$ cat config.mk
export PLATFORM = sky130hd
export DESIGN_NAME = mcu_bus_if
export DESIGN_NICKNAME = d
export VERILOG_FILES = /design/src/rtl/mbi_pkg.sv /design/src/rtl/mbi_addr_path.sv /design/src/rtl/mbi_strobe_dec.sv /design/src/rtl/mbi_wr_capture.sv /design/src/rtl/mcu_bus_if.sv
export SDC_FILE = /design/constraint.sdc
export NUM_CORES = 1
export LEC_CHECK = 0
export CAP_MARGIN = 25
export CORE_MARGIN = 2
export CORE_UTILIZATION = 44
export CTS_CLUSTER_SIZE = 24
export DETAILED_ROUTE_END_ITERATION = 6
export DONT_BUFFER_PORTS = 1
export HOLD_SLACK_MARGIN = 0.15
export PLACE_DENSITY = 0.61
export SYNTH_ARGS = -nofsm -noshare
export SYNTH_HDL_FRONTEND = slang
export SYNTH_SLANG_ARGS = --single-unit
$ cat constraint.sdc
create_clock -name clk -period 2.8 [get_ports clk]
set_input_delay 0.14 -clock clk [delete_from_list [all_inputs] [get_ports clk]]
set_output_delay 0.14 -clock clk [all_outputs]
set_load 0.05 [all_outputs]
$ cat src/rtl/mbi_pkg.sv
package mbi_pkg;

    typedef enum logic [1:0] {
        CONV_RDWR  = 2'd0,
        CONV_RW_E  = 2'd1,
        CONV_RW_DS = 2'd2,
        CONV_NONE  = 2'd3
    } conv_e;

    typedef struct packed {
        logic rd;
        logic wr;
    } strobe_t;

    // Turn the raw control pins into read/write requests for one convention.
    function automatic strobe_t decode_strobes(conv_e conv, logic fetch_en,
                                               logic c0, logic c1, logic c2);
        strobe_t s;
        s = '0;
        case (conv)
            CONV_RDWR: begin
                s.wr = ~c0;
                s.rd = ~c1 | (fetch_en & ~c2);
            end
            CONV_RW_E: begin
                s.rd = c1 & c0;
                s.wr = c1 & ~c0;
            end
            CONV_RW_DS: begin
                s.rd = ~c1 & c0;
                s.wr = ~c1 & ~c0;
            end
            default: s = '0;
        endcase
        return s;
    endfunction

endpackage

$ cat src/rtl/mbi_addr_path.sv
module mbi_addr_path #(
    parameter int unsigned DATA_W   = 8,
    parameter int unsigned HI_W     = 8,
    parameter int unsigned EXT_W    = 4,
    parameter int unsigned WIN_BASE = 32'h0000_1000,
    parameter int unsigned WIN_SIZE = 32'h0000_2000,
    localparam int unsigned FULL_W  = DATA_W + HI_W + EXT_W
) (
    input  logic              clk,
    input  logic              rst,
    input  logic              muxed,
    input  logic              ale,
    input  logic [DATA_W-1:0] ad_in,
    input  logic [HI_W-1:0]   hi_addr,
    input  logic [EXT_W-1:0]  ext_addr,
    output logic [FULL_W-1:0] addr,
    output logic              sel
);
    logic [DATA_W-1:0] held_q;
    logic [DATA_W-1:0] lo;
    logic [31:0]       a32;

    always_ff @(posedge clk) begin
        if (rst)
            held_q <= '0;
        else if (muxed && ale)
            held_q <= ad_in;
    end

    always_comb begin
        if (!muxed || ale)
            lo = ad_in;
        else
            lo = held_q;
        addr = {ext_addr, hi_addr, lo};
        a32  = 32'(addr);
        sel  = (a32 >= WIN_BASE) && ((a32 - WIN_BASE) < WIN_SIZE);
    end


    latch_hold_chk: assert property (@(posedge clk) disable iff (rst)
        (muxed && !ale && $past(muxed) && $past(!ale) && !$past(rst))
        |-> $stable(addr[DATA_W-1:0]) || !$stable(hi_addr) || !$stable(ext_addr)
            || $stable(addr));

endmodule

$ cat src/rtl/mbi_strobe_dec.sv
module mbi_strobe_dec
    import mbi_pkg::*;
(
    input  conv_e conv,
    input  logic  fetch_en,
    input  logic  ctl0,
    input  logic  ctl1,
    input  logic  ctl2,
    output logic  rd_act,
    output logic  wr_act
);
    strobe_t s;

    always_comb begin
        s      = decode_strobes(conv, fetch_en, ctl0, ctl1, ctl2);
        wr_act = s.wr;
        rd_act = s.rd & ~s.wr;
    end

endmodule

$ cat src/rtl/mbi_wr_capture.sv
module mbi_wr_capture #(
    parameter int unsigned DATA_W = 8,
    parameter int unsigned ADDR_W = 20
) (
    input  logic              clk,
    input  logic              rst,
    input  logic              wr_act,
    input  logic              sel,
    input  logic              muxed,
    input  logic [DATA_W-1:0] ad_in,
    input  logic [DATA_W-1:0] dp_in,
    input  logic [ADDR_W-1:0] addr,
    output logic              mem_we,
    output logic [ADDR_W-1:0] mem_waddr,
    output logic [DATA_W-1:0] mem_wdata
);
    logic wr_q;

    always_ff @(posedge clk) begin
        if (rst) begin
            wr_q      <= 1'b0;
            mem_we    <= 1'b0;
            mem_waddr <= '0;
            mem_wdata <= '0;
        end else begin
            wr_q   <= wr_act;
            mem_we <= wr_act & ~wr_q & sel;
            if (wr_act && !wr_q) begin
                mem_waddr <= addr;
                mem_wdata <= muxed ? ad_in : dp_in;
            end
        end
    end


    we_single_chk: assert property (@(posedge clk) disable iff (rst)
        mem_we |=> !mem_we);


    we_after_wr_chk: assert property (@(posedge clk) disable iff (rst)
        mem_we |-> $past(wr_act) && $past(sel));

endmodule

$ cat src/rtl/mcu_bus_if.sv
module mcu_bus_if
    import mbi_pkg::*;
#(
    parameter int unsigned DATA_W   = 8,
    parameter int unsigned HI_W     = 8,
    parameter int unsigned EXT_W    = 4,
    parameter int unsigned WIN_BASE = 32'h0000_1000,
    parameter int unsigned WIN_SIZE = 32'h0000_2000,
    localparam int unsigned FULL_W  = DATA_W + HI_W + EXT_W
) (
    input  logic              clk,
    input  logic              rst,
    input  logic              cfg_muxed,
    input  logic [1:0]        cfg_conv,
    input  logic              cfg_fetch_en,
    input  logic              ctl0,
    input  logic              ctl1,
    input  logic              ctl2,
    input  logic              ale,
    input  logic [DATA_W-1:0] ad_in,
    output logic [DATA_W-1:0] ad_out,
    output logic              ad_oe,
    input  logic [DATA_W-1:0] dp_in,
    output logic [DATA_W-1:0] dp_out,
    output logic              dp_oe,
    input  logic [HI_W-1:0]   hi_addr,
    input  logic [EXT_W-1:0]  ext_addr,
    output logic [FULL_W-1:0] addr_out,
    output logic              mem_re,
    input  logic [DATA_W-1:0] mem_rdata,
    output logic              mem_we,
    output logic [FULL_W-1:0] mem_waddr,
    output logic [DATA_W-1:0] mem_wdata
);
    logic sel;
    logic rd_act;
    logic wr_act;

    mbi_addr_path #(
        .DATA_W(DATA_W), .HI_W(HI_W), .EXT_W(EXT_W),
        .WIN_BASE(WIN_BASE), .WIN_SIZE(WIN_SIZE)
    ) addr_i (
        .clk(clk), .rst(rst), .muxed(cfg_muxed), .ale(ale),
        .ad_in(ad_in), .hi_addr(hi_addr), .ext_addr(ext_addr),
        .addr(addr_out), .sel(sel)
    );

    mbi_strobe_dec dec_i (
        .conv(conv_e'(cfg_conv)), .fetch_en(cfg_fetch_en),
        .ctl0(ctl0), .ctl1(ctl1), .ctl2(ctl2),
        .rd_act(rd_act), .wr_act(wr_act)
    );

    mbi_wr_capture #(.DATA_W(DATA_W), .ADDR_W(FULL_W)) wr_i (
        .clk(clk), .rst(rst), .wr_act(wr_act), .sel(sel), .muxed(cfg_muxed),
        .ad_in(ad_in), .dp_in(dp_in), .addr(addr_out),
        .mem_we(mem_we), .mem_waddr(mem_waddr), .mem_wdata(mem_wdata)
    );

    always_comb begin
        mem_re = rd_act & sel;
        ad_oe  = mem_re & cfg_muxed;
        dp_oe  = mem_re & ~cfg_muxed;
        ad_out = mem_rdata;
        dp_out = mem_rdata;
    end


    no_dual_drive_chk: assert property (@(posedge clk) disable iff (rst)
        !(ad_oe && dp_oe));


    write_no_drive_chk: assert property (@(posedge clk) disable iff (rst)
        (ad_oe || dp_oe) |-> ctl0);


    ad_mode_chk: assert property (@(posedge clk) disable iff (rst)
        ad_oe |-> cfg_muxed && mem_re);


    dp_mode_chk: assert property (@(posedge clk) disable iff (rst)
        dp_oe |-> !cfg_muxed && mem_re);

endmodule

# After elaboration in Yosys (flattened, before gate mapping)
# Index checks and enable logic that the tools add are counted.
# totals
in_bits	46
output_inout_bits	68
register_bits	38
word_cells	38
# op_classes
reduce_logical	7
n_bitwise	18
n_eq_ne	2
addsub	1
muxes	3
order_cmp	2
# ops
cell	count
$lt A32 B14 Y1 const B	1
$sub A20 B13 Y21 const B	1
$ge A20 B13 Y1 const B	1
$mux W8	2
$and A1 B1 Y1	11
$not A1 Y1	6
$pmux W2 S3	1
$logic_and A1 B1 Y1	3
$eq A2 B1 Y1 const B	1
$eq A2 B2 Y1 const B	1
$logic_not A1 Y1	2
$logic_not A2 Y1	1
$logic_or A1 B1 Y1	1
$or A1 B1 Y1	1

# Longest topological paths before layout
# depth
depth_word	8
ltp_mapped	8
mapped_depth_nobuf	6

# Modules after synthesis
# A second synthesis with hierarchy kept.
# unflattened
cells_unflattened	227
hier_area_um2	1935.6
# modules_own_cells
module	area_per_inst_um2	n_inst	cells_per_inst	seq_area_each_um2
mbi_wr_capture	1104.8	1	128	600.6
mbi_addr_path	593.1	1	67	160.2
mcu_bus_if	142.6	1	19	0.0
mbi_strobe_dec	95.1	1	13	0.0

# Worst setup path before layout
# Ideal clock, no wire load.
# synth_timing
path_type	in2out
from	input cfg_conv[0]
to	output ad_oe
stages	7
slack_ns	0.588
arrival_time_ns	2.072
t_required_ns	2.660
path_buffers	1
path_cell_list	inv_1 -> ha_1 -> xor2_1 -> a31o_2 -> buf_6 -> nand3_1 -> nor3_1
# synth_via
elab_chain_cells	6
word_cells_on_any_way	8
cone_classes	2 x eq/ne; 1 x mux; 4 x bitwise; 1 x reduce/logical
# synth_lines
element	line	source
start: declaration	mcu_bus_if.sv:14	input logic [1:0] cfg_conv,
$eq A2 B2 Y1, or another cell as far along	mbi_pkg.sv:20	case (conv)
$pmux W2 S3 (*)	mbi_pkg.sv:20	
$not A1 Y1	mbi_strobe_dec.sv:17	rd_act = s.rd & ~s.wr;
$and A1 B1 Y1 (*)	mbi_strobe_dec.sv:17	
$and A1 B1 Y1 (*)	mcu_bus_if.sv:61	mem_re = rd_act & sel;
$and A1 B1 Y1 (*)	mcu_bus_if.sv:62	ad_oe = mem_re & cfg_muxed;
end: declaration	mcu_bus_if.sv:22	output logic ad_oe,
# Every way passes the cells marked *; elsewhere a longest branch is shown, timed or not.

# Final worst setup path
# layout_timing
from	input cfg_conv[0]
to	register wr_i.mem_waddr[8]
# layout_via
elab_chain_cells	3
word_cells_on_any_way	5
cone_classes	2 x eq/ne; 1 x mux; 2 x reduce/logical
# layout_lines
element	line	source
$eq A2 B2 Y1, or another cell as far along	mbi_pkg.sv:20	
$pmux W2 S3 (*)	mbi_pkg.sv:20	
$logic_and A1 B1 Y1 (*)	mbi_wr_capture.sv:28	if (wr_act && !wr_q) begin
end signal: assignment	mbi_wr_capture.sv:29	mem_waddr <= addr;
end: declaration	mbi_wr_capture.sv:14	output logic [ADDR_W-1:0] mem_waddr,
# Marks and branches as above.
# A chain may end at the register's enable or synchronous reset.

==> results.cfg <==
[global_route]
grt_usage_pct = 21.74
grt_pass1_vias = 1880
grt_first_pass_wirelength_um = 8714
antenna_found_initial = 0
grt_max_degree = 39
overflow = 0

[critical_path]
cp-start-kind = input pin
r2r_end = wr_i.mem_waddr[16]$_SDFFE_PP0P_
setup.worst_path.end_class = flip-flop
reg2regPathDepth = 5
crit_buf_inv = 3
cp_max_fo = 13
critPathRequiredTime_ns = 3.03
reg2reg_slack_ns = 0.94
crit_family = buffers and inverters
cpPeakStageDelay_ns = 0.55
crit_path_cell_trace = inv_1, ha_1, xor2_1, a31oi_2, buf_4, o21ai_1, a21oi_1, dlygate4sd3_1
critPathArrivalTime_ns = 2.16
cp_slowest_cell = dlygate4sd3_1
critPathKind = input pin to flip-flop
reg2reg_from = wr_i.wr_q$_SDFF_PP0_

[logic_synthesis]
synth_top_area_share_pct = 37.69
ys_seq_area_share_pct = 37.69
yosysUniqueCellTypes = 31
synth_fp_nets = 284
yosys.area.top_type = dfxtp_1
synth_area_per_cell_um2 = 8.625
synth_area_leaders = dfxtp_1 38%, buf_4 11%, a21oi_1 8.9%, mux2_4 6.0%, nand3_1 5.2%
synth_area_um2 = 2018
async_flop_share_pct = 0
synth_cells = 234
synthFlopType = dfxtp_1
yosysWarnings = 0
synth_edf_count = 0
ys_seq_elements = 38

[cells_and_area]
drive_gt1_share_pct = 10.04
fill_cells = 394
final_common_cell = dlygate4sd3_1
diodes = 0
most-common-layout-cells = 57 x dlygate4sd3_1, 38 x dfxtp_1, 36 x a21oi_1, 21 x nor3_1, 21 x nand3_1
regArea_um2 = 760.7
syn_to_final_growth_pct = 23.25
utilization_pct = 56.74
multi_input_area_um2 = 913.4
nets = 310

[floorplanning]
pin_count = 114
chipHeight_um = 71.73
rows = 24
die_x_um = 71.73
die_area_um2 = 5144
core-area_um2 = 4384
initial_core_util_pct = 46.03

[routing]
drt-initial-drc-count = 75
drt-total-wl_um = 5454
drc = 0
ant_nets = 0
avgRoutedWirePerCell_um = 17.54
dr.pass1.iters = 4
vias = 1727
detail_route.vias_per_cell = 5.553

[placed_design]
io_buffers = 0
gp_congestion = 0.6984
dp_hpwl_um = 3263

[timing]
tns_ns = 0
clock_skew_ns = 0.003698
tightest_slew_ns = 0.5833
slew_viol_final = 0
hold_viol = 0
period_share_pct = 68.86
finalCriticalPeriod_ns = 1.928
setup_violations = 0
max_slew_margin_pct = 60.99
max_freq_mhz = 518.6
rsz0062_at_grt = no

[worst_hold_path]
min_path_type = input pin to flip-flop
worstHoldEndpoint = wr_i.mem_we$_SDFF_PP0_
hold_depth = 3
min_from = ext_addr[0]

[clock_network]
htreeDepth = 2
clkTransAtPathRegs_ns = 0.07
holdBufCountCts = 58
cts_buffer_depth = 2
cts_tree = yes
cts_setup_buffers = 0
cts_buffers = 5
post_cts_resized = 0
clkSinkCount = 38
root_buffer = clkbuf_8
clk_latency_ns = 0.29

[pwr]
static-leakage-power_uw = 0.0009840
internal_power_uw = 888.3
vdd_drop_max_mv = 0.3058
power_frac_comb_pct = 20.3
p_seq_share_pct = 52.1
swShare_pct = 33.38
power.density_nw_per_um2 = 536.1
power.share.clock_pct = 27.7
switching_power_uw = 445.1

[outcome]
status = complete, no violations

[flow_run]
cap_viol_max_count = 0
-- tightest hold or removal path: stages --
cell	delay, ns
nor4_1	0.04
nand3_1	0.15
nor3_1	0.07
-- state kept, by name, indices dropped and copies added (netlist names) --
name            flops
wr_i.mem_waddr     20
addr_i.held_q       8
wr_i.mem_wdata      8
wr_i.mem_we         1
wr_i.wr_q           1
-- synthesized netlist by cell type, types with 2 or more instances --
library cell,number
dfxtp_1,38
a21oi_1,36
buf_4,29
nand3_1,21
nor3_1,21
o21ai_0,11
nand2_1,10
a211oi_1,8
inv_1,8
mux2_4,8
mux2i_1,8
clkbuf_1,7
buf_2,4
buf_6,4
ha_1,4
nor2_1,2
-- kinds of logic after synthesis --
logic type	synth area share (%)
DFF	37.69
and+or+nand+nor	15.25
AOI/OAI and AO/OA	17.17
adders and majority gates	2.480
muxes	9.920
buffers and inverters	17.05
xor gates and xnor gates	0.4341
-- worst max-delay path by stage --
stage                      startpoint  slack, ns  cells after the start                             end
final                     cfg_conv[0]       0.87                      8  wr_i.mem_waddr[8]$_SDFFE_PP0P_
after global routing      cfg_conv[0]       0.72                      8  wr_i.mem_waddr[8]$_SDFFE_PP0P_
after CTS                 cfg_conv[0]       0.91                      8  wr_i.mem_waddr[8]$_SDFFE_PP0P_
after detailed placement  cfg_conv[0]       1.09                      6  wr_i.mem_wdata[5]$_SDFFE_PP0P_
after global placement    cfg_conv[0]       1.10                      6  wr_i.mem_wdata[0]$_SDFFE_PP0P_
after floorplan           cfg_conv[0]       0.59                      7                           ad_oe
-- power groups by stage --
stage	clock (uW)	sequential, uW	combinational, uW
floorplan	0	700	292
global placement	0	707	188
detailed placement	0	707	189
CTS	381	695	265
global route	403	698	295
finish	369	694	270
-- cell type report --
type,instances,share of cell area [%]
Tap cell,52,2.616
Timing Repair Buffer,64,25.55
Multi-Input combinational cell,143,36.72
Inverter,8,1.207
Clock buffer,6,3.320
Sequential cell,38,30.58
-- layer usage --
metal	up-vias	track usage [%]	wire length [um]
li1	845	-	-
met1	807	25.74	2209
met2	70	38.27	2789
met3	5	6.470	420
met4	0	5.660	36
met5	-	0	0
-- per-stage QoR --
| stage | std cells | total power, uW | area [um^2] | hold WS, ns | worst slack [ns] |
|---|---|---|---|---|---|
| floorplan | 234 | 992.1 | 2018 | 0.2193 | 0.5876 |
| global placement | 247 | 895.5 | 1814 | 0.2145 | 1.102 |
| detailed placement | 247 | 896.5 | 1814 | 0.2169 | 1.090 |
| CTS | 311 | 1341 | 2487 | 0.1739 | 0.9075 |
| global route | 311 | 1396 | 2487 | 0.1800 | 0.7245 |
| finish | 311 | 1333 | 2487 | 0.1679 | 0.8719 |
(Power assumes the default switching activity.)
